==> src/rtl/ptp_clk_pkg.sv <==
package ptp_clk_pkg;

  localparam int AW    = 4;
  localparam int CMD_W = 3;

  localparam logic [AW-1:0] A_CTRL      = 4'd0;
  localparam logic [AW-1:0] A_CMD       = 4'd1;
  localparam logic [AW-1:0] A_SYNC      = 4'd2;
  localparam logic [AW-1:0] A_SH_FRAC   = 4'd3;
  localparam logic [AW-1:0] A_SH_TLO    = 4'd4;
  localparam logic [AW-1:0] A_SH_THI    = 4'd5;
  localparam logic [AW-1:0] A_SH_ADJ_LO = 4'd6;
  localparam logic [AW-1:0] A_SH_ADJ_HI = 4'd7;
  localparam logic [AW-1:0] A_SNAP_FRAC = 4'd8;
  localparam logic [AW-1:0] A_SNAP_TLO  = 4'd9;
  localparam logic [AW-1:0] A_SNAP_THI  = 4'd10;
  localparam logic [AW-1:0] A_INC_LO    = 4'd11;
  localparam logic [AW-1:0] A_INC_HI    = 4'd12;

  localparam int unsigned SYNC_EXEC = 1;

  typedef enum logic [CMD_W-1:0] {
    CMD_NONE        = 3'd0,
    CMD_INIT_TIME   = 3'd1,
    CMD_INIT_INC    = 3'd2,
    CMD_ADJ_TIME    = 3'd3,
    CMD_READ_TIME   = 3'd4,
    CMD_ADJ_AT_TIME = 3'd5
  } tmr_cmd_e;

  typedef struct packed {
    logic init_time;
    logic init_inc;
    logic adj_time;
    logic read_time;
  } apply_t;

endpackage

==> src/rtl/ptp_shadow_regs.sv <==
module ptp_shadow_regs
  import ptp_clk_pkg::*;
#(
  parameter int DW = 32
) (
  input  logic             clk_i,
  input  logic             rst_ni,
  input  logic             we_i,
  input  logic [AW-1:0]    addr_i,
  input  logic [DW-1:0]    wdata_i,
  output logic             enable_o,
  output logic [CMD_W-1:0] cmd_o,
  output logic             go_o,
  output logic [DW-1:0]    sh_frac_o,
  output logic [DW-1:0]    sh_tlo_o,
  output logic [DW-1:0]    sh_thi_o,
  output logic [DW-1:0]    sh_adj_lo_o,
  output logic [DW-1:0]    sh_adj_hi_o
);

  localparam int NSH = 5;
  localparam logic [DW-1:0] EXEC_VAL = DW'(SYNC_EXEC);

  logic             en_q;
  logic [CMD_W-1:0] cmd_q;
  logic             go_q;
  logic [DW-1:0]    sh_q [NSH];

  logic wr_cmd, wr_sync_exec, wr_sync_other;
  assign wr_cmd        = we_i && (addr_i == A_CMD);
  assign wr_sync_exec  = we_i && (addr_i == A_SYNC) && (wdata_i == EXEC_VAL);
  assign wr_sync_other = we_i && (addr_i == A_SYNC) && (wdata_i != EXEC_VAL);

  always_ff @(posedge clk_i or negedge rst_ni) begin
    if (!rst_ni) begin
      en_q  <= 1'b0;
      cmd_q <= '0;
      go_q  <= 1'b0;
    end else begin
      if (we_i && addr_i == A_CTRL) en_q <= wdata_i[0];
      if (wr_cmd)    cmd_q <= wdata_i[CMD_W-1:0];
      else if (go_q) cmd_q <= '0;  // armed command consumed
      go_q <= wr_sync_exec;
    end
  end

  // staging words occupy consecutive addresses from A_SH_FRAC
  for (genvar g = 0; g < NSH; g++) begin : g_sh
    localparam logic [AW-1:0] MY_ADDR = A_SH_FRAC + AW'(g);
    always_ff @(posedge clk_i or negedge rst_ni) begin
      if (!rst_ni)                          sh_q[g] <= '0;
      else if (we_i && addr_i == MY_ADDR)   sh_q[g] <= wdata_i;
    end
  end

  assign enable_o    = en_q;
  assign cmd_o       = cmd_q;
  assign go_o        = go_q;
  assign sh_frac_o   = sh_q[0];
  assign sh_tlo_o    = sh_q[1];
  assign sh_thi_o    = sh_q[2];
  assign sh_adj_lo_o = sh_q[3];
  assign sh_adj_hi_o = sh_q[4];

  assert_sync_arms_R3: assert property (@(posedge clk_i) disable iff (!rst_ni)
    wr_sync_exec |=> go_q);
  assert_sync_ignored_R3: assert property (@(posedge clk_i) disable iff (!rst_ni)
    wr_sync_other |=> !go_q);
  assert_cmd_cleared_R4: assert property (@(posedge clk_i) disable iff (!rst_ni)
    (go_q && !wr_cmd) |=> (cmd_q == '0));

endmodule

==> src/rtl/ptp_cmd_decode.sv <==
module ptp_cmd_decode
  import ptp_clk_pkg::*;
(
  input  logic             clk_i,
  input  logic             rst_ni,
  input  logic             go_i,
  input  logic [CMD_W-1:0] cmd_i,
  output apply_t           apply_o
);

  always_comb begin
    apply_o = '0;
    if (go_i) begin
      unique case (cmd_i)
        CMD_INIT_TIME: apply_o.init_time = 1'b1;
        CMD_INIT_INC:  apply_o.init_inc  = 1'b1;
        CMD_ADJ_TIME:  apply_o.adj_time  = 1'b1;
        CMD_READ_TIME: apply_o.read_time = 1'b1;
        default:       apply_o = '0;  // none, adjust-at-time, reserved
      endcase
    end
  end

  assert_onehot_apply_R9: assert property (@(posedge clk_i) disable iff (!rst_ni)
    $onehot0(apply_o));
  assert_idle_no_apply_R4: assert property (@(posedge clk_i) disable iff (!rst_ni)
    !go_i |-> (apply_o == '0));

endmodule

==> src/rtl/ptp_time_core.sv <==
module ptp_time_core
  import ptp_clk_pkg::*;
#(
  parameter int DW       = 32,
  parameter int INC_HI_W = 8
) (
  input  logic              clk_i,
  input  logic              rst_ni,
  input  logic              enable_i,
  input  apply_t            apply_i,
  input  logic [DW-1:0]     sh_frac_i,
  input  logic [DW-1:0]     sh_tlo_i,
  input  logic [DW-1:0]     sh_thi_i,
  input  logic [DW-1:0]     sh_adj_lo_i,
  input  logic [DW-1:0]     sh_adj_hi_i,
  output logic [3*DW-1:0]   time_o,
  output logic [3*DW-1:0]   snap_o,
  output logic [DW+INC_HI_W-1:0] inc_o
);

  localparam int TW    = 3 * DW;
  localparam int INC_W = DW + INC_HI_W;

  logic [TW-1:0]    time_q, time_d, snap_q;
  logic [INC_W-1:0] inc_q;
  logic [TW-1:0]    inc_ext, adj_ext, step;

  assign inc_ext = {{(TW-INC_W){1'b0}}, inc_q};
  // signed ns offset aligned to the low ns word, sign-extended into high word
  assign adj_ext = {{DW{sh_adj_hi_i[DW-1]}}, sh_adj_hi_i, {DW{1'b0}}};
  assign step    = enable_i ? inc_ext : '0;

  always_comb begin
    if (apply_i.init_time) time_d = {sh_thi_i, sh_tlo_i, sh_frac_i};
    else if (apply_i.adj_time) time_d = time_q + step + adj_ext;
    else time_d = time_q + step;
  end

  always_ff @(posedge clk_i or negedge rst_ni) begin
    if (!rst_ni) begin
      time_q <= '0;
      snap_q <= '0;
      inc_q  <= '0;
    end else begin
      time_q <= time_d;
      if (apply_i.read_time) snap_q <= time_q;
      if (apply_i.init_inc)  inc_q  <= {sh_adj_hi_i[INC_HI_W-1:0], sh_adj_lo_i};
    end
  end

  assign time_o = time_q;
  assign snap_o = snap_q;
  assign inc_o  = inc_q;

  assert_hold_when_off_R2: assert property (@(posedge clk_i) disable iff (!rst_ni)
    (!enable_i && apply_i == '0) |=> $stable(time_q));
  assert_tick_step_R2: assert property (@(posedge clk_i) disable iff (!rst_ni)
    (enable_i && apply_i == '0) |=> (time_q == $past(time_q + inc_ext)));
  assert_init_load_R5: assert property (@(posedge clk_i) disable iff (!rst_ni)
    apply_i.init_time |=> (time_q == $past({sh_thi_i, sh_tlo_i, sh_frac_i})));
  assert_snapshot_R8: assert property (@(posedge clk_i) disable iff (!rst_ni)
    apply_i.read_time |=> (snap_q == $past(time_q)));
  assert_snap_stable_R9: assert property (@(posedge clk_i) disable iff (!rst_ni)
    !apply_i.read_time |=> $stable(snap_q));
  assert_inc_stable_R9: assert property (@(posedge clk_i) disable iff (!rst_ni)
    !apply_i.init_inc |=> $stable(inc_q));

endmodule

==> src/rtl/ptp_hw_clock.sv <==
module ptp_hw_clock
  import ptp_clk_pkg::*;
#(
  parameter int DW       = 32,
  parameter int INC_HI_W = 8
) (
  input  logic            clk_i,
  input  logic            rst_ni,
  input  logic            reg_we_i,
  input  logic [AW-1:0]   reg_addr_i,
  input  logic [DW-1:0]   reg_wdata_i,
  output logic [DW-1:0]   reg_rdata_o,
  output logic [3*DW-1:0] time_o
);

  localparam int TW    = 3 * DW;
  localparam int INC_W = DW + INC_HI_W;

  logic             enable;
  logic [CMD_W-1:0] cmd;
  logic             go;
  logic [DW-1:0]    sh_frac, sh_tlo, sh_thi, sh_adj_lo, sh_adj_hi;
  apply_t           apply;
  logic [TW-1:0]    time_w, snap_w;
  logic [INC_W-1:0] inc_w;

  ptp_shadow_regs #(.DW(DW)) u_regs (
    .clk_i       (clk_i),
    .rst_ni      (rst_ni),
    .we_i        (reg_we_i),
    .addr_i      (reg_addr_i),
    .wdata_i     (reg_wdata_i),
    .enable_o    (enable),
    .cmd_o       (cmd),
    .go_o        (go),
    .sh_frac_o   (sh_frac),
    .sh_tlo_o    (sh_tlo),
    .sh_thi_o    (sh_thi),
    .sh_adj_lo_o (sh_adj_lo),
    .sh_adj_hi_o (sh_adj_hi)
  );

  ptp_cmd_decode u_dec (
    .clk_i   (clk_i),
    .rst_ni  (rst_ni),
    .go_i    (go),
    .cmd_i   (cmd),
    .apply_o (apply)
  );

  ptp_time_core #(.DW(DW), .INC_HI_W(INC_HI_W)) u_core (
    .clk_i       (clk_i),
    .rst_ni      (rst_ni),
    .enable_i    (enable),
    .apply_i     (apply),
    .sh_frac_i   (sh_frac),
    .sh_tlo_i    (sh_tlo),
    .sh_thi_i    (sh_thi),
    .sh_adj_lo_i (sh_adj_lo),
    .sh_adj_hi_i (sh_adj_hi),
    .time_o      (time_w),
    .snap_o      (snap_w),
    .inc_o       (inc_w)
  );

  always_comb begin
    unique case (reg_addr_i)
      A_CTRL:      reg_rdata_o = {{(DW-1){1'b0}}, enable};
      A_CMD:       reg_rdata_o = {{(DW-CMD_W){1'b0}}, cmd};
      A_SH_FRAC:   reg_rdata_o = sh_frac;
      A_SH_TLO:    reg_rdata_o = sh_tlo;
      A_SH_THI:    reg_rdata_o = sh_thi;
      A_SH_ADJ_LO: reg_rdata_o = sh_adj_lo;
      A_SH_ADJ_HI: reg_rdata_o = sh_adj_hi;
      A_SNAP_FRAC: reg_rdata_o = snap_w[DW-1:0];
      A_SNAP_TLO:  reg_rdata_o = snap_w[2*DW-1:DW];
      A_SNAP_THI:  reg_rdata_o = snap_w[3*DW-1:2*DW];
      A_INC_LO:    reg_rdata_o = inc_w[DW-1:0];
      A_INC_HI:    reg_rdata_o = {{(DW-INC_HI_W){1'b0}}, inc_w[INC_W-1:DW]};
      default:     reg_rdata_o = '0;  // sync word and unmapped
    endcase
  end

  assign time_o = time_w;

endmodule

==> config.mk <==
export PLATFORM = sky130hd
export DESIGN_NAME = ptp_hw_clock
export DESIGN_NICKNAME = d
export VERILOG_FILES = /design/src/rtl/ptp_clk_pkg.sv /design/src/rtl/ptp_shadow_regs.sv /design/src/rtl/ptp_cmd_decode.sv /design/src/rtl/ptp_time_core.sv /design/src/rtl/ptp_hw_clock.sv
export SDC_FILE = /design/constraint.sdc
export NUM_CORES = 1
export LEC_CHECK = 0
export BUFFER_PORTS_ARGS = -buffer_cell sky130_fd_sc_hd__buf_4
export CELL_PAD_IN_SITES_DETAIL_PLACEMENT = 0
export CELL_PAD_IN_SITES_GLOBAL_PLACEMENT = 2
export CORE_MARGIN = 3
export CORE_UTILIZATION = 44
export CTS_CLUSTER_SIZE = 40
export DETAILED_ROUTE_END_ITERATION = 12
export GPL_ROUTABILITY_DRIVEN = 0
export GPL_TIMING_DRIVEN = 0
export PLACE_DENSITY_LB_ADDON = 0.08
export SYNTH_ARGS = -nofsm -noshare
export SYNTH_HDL_FRONTEND = slang
export SYNTH_HIERARCHICAL = 1
export SYNTH_SLANG_ARGS = --single-unit
export TNS_END_PERCENT = 50
==> constraint.sdc <==
create_clock -name clk_i -period 11.04 [get_ports clk_i]
set_clock_uncertainty 0.15 [all_clocks]
set_input_delay 2.208 -clock clk_i [delete_from_list [all_inputs] [get_ports clk_i]]
set_output_delay 2.208 -clock clk_i [all_outputs]
set_load 0.01 [all_outputs]
==> metrics <==
hold buffer count at CTS=0; Reg2Reg Setup Slack=~1.1 ns; via count=22,700; Die X=247 um; syn_area_per_cell=a little over 10 sq um; Synth Area in XOR/XNOR=5.18%; Starting Density=about 45%; Max clock buf depth=3; final hold slack=between 0.3 and 0.4 ns; commonest cells in the netlist=dfrtp_1 (397), mux2_2 (309), nand2_1 (194), a21oi_1 (163), nor2_1 (132); # setup viols final=0; Cell Rows=87; Post-Synthesis Net Count=2,671; Hold Crit Endpoint=u_core/time_o[34]; layout cells sized above 1=24.3%; ranking of synthesized cells by area=dfrtp_1 (39%), mux2_2 (14%), ha_1 (5.2%), a21oi_1 (3.2%), nand2_1 (2.9%); worst hold path class=register to register; synthesized flop and latch total=397; Post-CTS Resized=0; Num CTS Buffers=47; Crit. End Element=register; routed wire length=110 mm; crit path time final=9.92 ns; full die area=60,900 sq um; post-CTS setup buffer count=0; Worst Path Arrival=10.25 ns; die height=between 200 and 250 um; crit path max fanout=10; IO buf count=166; Leak=0.0134 uW; Root Driver=clkbuf_16; ys async rst share=100%; simple-gate share of the synthesized area=13.0%; Hold Crit Depth=2; Worst R2R Start=u_regs/enable_o; initial antenna violation count=1; Register-to-Register Path Depth=24; max_cap viols=0; vias per cell=6.42; HP Start=u_regs/sh_tlo_o[2]; DP Wirelength=86.2 mm; clock latency on the worst-skew pair=0.60 ns; setup_tns=0 ns; Mapped Area=25,500 sq um; period utilization=89.9%; total gr overflow=0; I/O pins=167; CTS tree=yes; final hold violations=0; core area=56,900 sq um; Filler cells=5,339; Post-Synth Adder-Cell Area=5.40%; YS warnings=6; worst-margin pin slew=1.38 ns; fmax=between 100 and 150 MHz; status=completed; Slew Viols, Final=0; top-count cell post-synth=dfrtp_1; Post-synth EDFFs=0; Area growth syn-to-layout=15.4%; CP Data Required Time=11.36 ns; startpoint types=register; vias in the first global route=21,900; area fraction of the dominant cell type after synthesis=about two fifths; Inserted Diodes=0; Slew HR=8.30%; first-pass GRT wire length=between 150 and 200 mm; area leader, netlist=dfrtp_1; largest family of logic cells by synthesized area=compound AO/OA/AOI/OAI gates; largest net degree at the start of global routing=122; first-pass detailed-route iteration total=6; clk slew on worst S/H paths=0.07 ns; Final ANT Viol Nets=0; CTS Sinks=397; Post-Syn Instances=2,523; initial DRC count=2,544; post-synthesis sequential area ratio=38.9%; Compound-Gate Fraction of Synth Area=between 15 and 20%; fin nets=between 2,000 and 3,000; Cell variety after synth=102; pwr/cell area=about 140 nW/um^2; CP Class=register to register; end of the worst register-to-register path=u_core/time_o[94]; drc violations=0; WL per Instance=31.1 um; Most used DFF post-synth=dfrtp_1; mux contribution to synthesized area=16.6%; maximum VDD drop=~0.12 mV; RSZ-0062 raised after global routing=false; htree depth=2; total track usage=35.4%
-- worst max-delay path, stage by stage, from the launching register on --
cell and delay (ns):
dfrtp_1 0.49, clkbuf_1 0.31, and2_1 0.22, ha_1 0.24, fa_1 0.46, a211oi_1 0.38, o21ai_0 0.34, nand3_1 0.34
nand2_1 0.09, nor3_1 0.70, o21ba_2 0.29, o41ai_1 0.22, a221oi_1 1.18, xnor2_1 0.20, ha_1 0.44, a21o_1 0.17
a21oi_1 0.08, nand3_1 0.13, or4bb_1 0.62, o211ai_1 0.85, a31oi_1 0.43, o21ai_0 0.74, a21oi_1 0.24, xnor2_1 0.20
o221a_2 0.27
-- state kept, by name, summed over array words and instances, names as in the netlist --
name                count
u_regs/cmd_o            3
u_regs/enable_o         1
u_regs/sh_adj_lo_o     32
u_regs/sh_frac_o       32
u_core/time_o          96
u_regs/sh_adj_hi_o     32
u_core/snap_o          96
u_core/inc_o           40
u_regs/sh_tlo_o        32
u_regs/sh_thi_o        32
u_regs/go_o             1
-- stage by stage --
| step | cells | utilization [%] | setup WS [ns] | instance area (sq um) | total power [uW] |
|---|---|---|---|---|---|
| finish | 3535 | 51.7 | 1.12 | 29500 | 4060 |
| global route | 3535 | 51.7 | 0.965 | 29500 | 4200 |
| CTS | 3535 | 51.7 | 1.53 | 29500 | 4070 |
| detailed placement | 3449 | 48.9 | 1.58 | 27800 | 2420 |
| global placement | 3445 | 48.7 | 1.64 | 27700 | 2400 |
| floorplan | 2523 | - | 4.76 | 25500 | 2120 |
-- cells by family after synthesis --
group | count (synthesis)
multiplexers | 383
XOR/XNOR | 145
flip-flops | 397
buffers and inverters | 185
adder cells (fa/ha/maj) | 109
AND/OR/NAND/NOR | 653
AO/OA/AOI/OAI | 651
-- worst max-delay path by stage --
| stage | startpoint | end | slack, ns | cells after the start |
|---|---|---|---|---|
| after global placement | u_regs/enable_o | u_core/time_o[94] | 1.64 | 24 |
| after CTS | u_regs/enable_o | u_core/time_o[94] | 1.53 | 24 |
| after detailed placement | u_regs/enable_o | u_core/time_o[94] | 1.58 | 24 |
| final | u_regs/enable_o | u_core/time_o[94] | 1.12 | 24 |
| after global routing | u_regs/enable_o | u_core/time_o[90] | 0.97 | 24 |
| after floorplan | u_regs/enable_o | u_core/time_o[92] | 4.76 | 24 |
-- cell usage in the layout, fill, tap and decap left out, types with 76 or more instances in the layout --
master	netlist	layout
o21ai_0	107	107
clkbuf_1	80	84
mux2_2	309	309
dfrtp_1	397	396
buf_4	15	180
a21oi_1	163	163
nor2_1	132	131
nand2_1	194	194
ha_1	107	107
xnor2_1	76	76
-- per-layer routing --
layer	track usage (%)	vias to the layer above	routed length [um]
met2	54.0	1172	48500
met4	14.6	2	4960
li1	-	9819	-
met1	49.2	11500	46900
met3	7.17	223	9530
met5	0	-	13
-- area by class of cell --
class	instances	area, sq um	area share (%)
Buffer	142	712	2.42
Tap cell	756	946	3.21
Clock inverter	21	220	0.748
Inverter	43	161	0.548
Timing Repair Buffer	170	1360	4.60
Sequential cell	397	9940	33.7
Multi-Input combinational cell	1941	14700	50.0
Clock buffer	65	1410	4.77
-- power by group --
group	internal, uW	switching (uW)	leakage, uW
Clock	982	665	0.000807
Combinational	275	373	0.00738
Sequential	1600	172	0.00527
(Power assumes the default switching activity.)
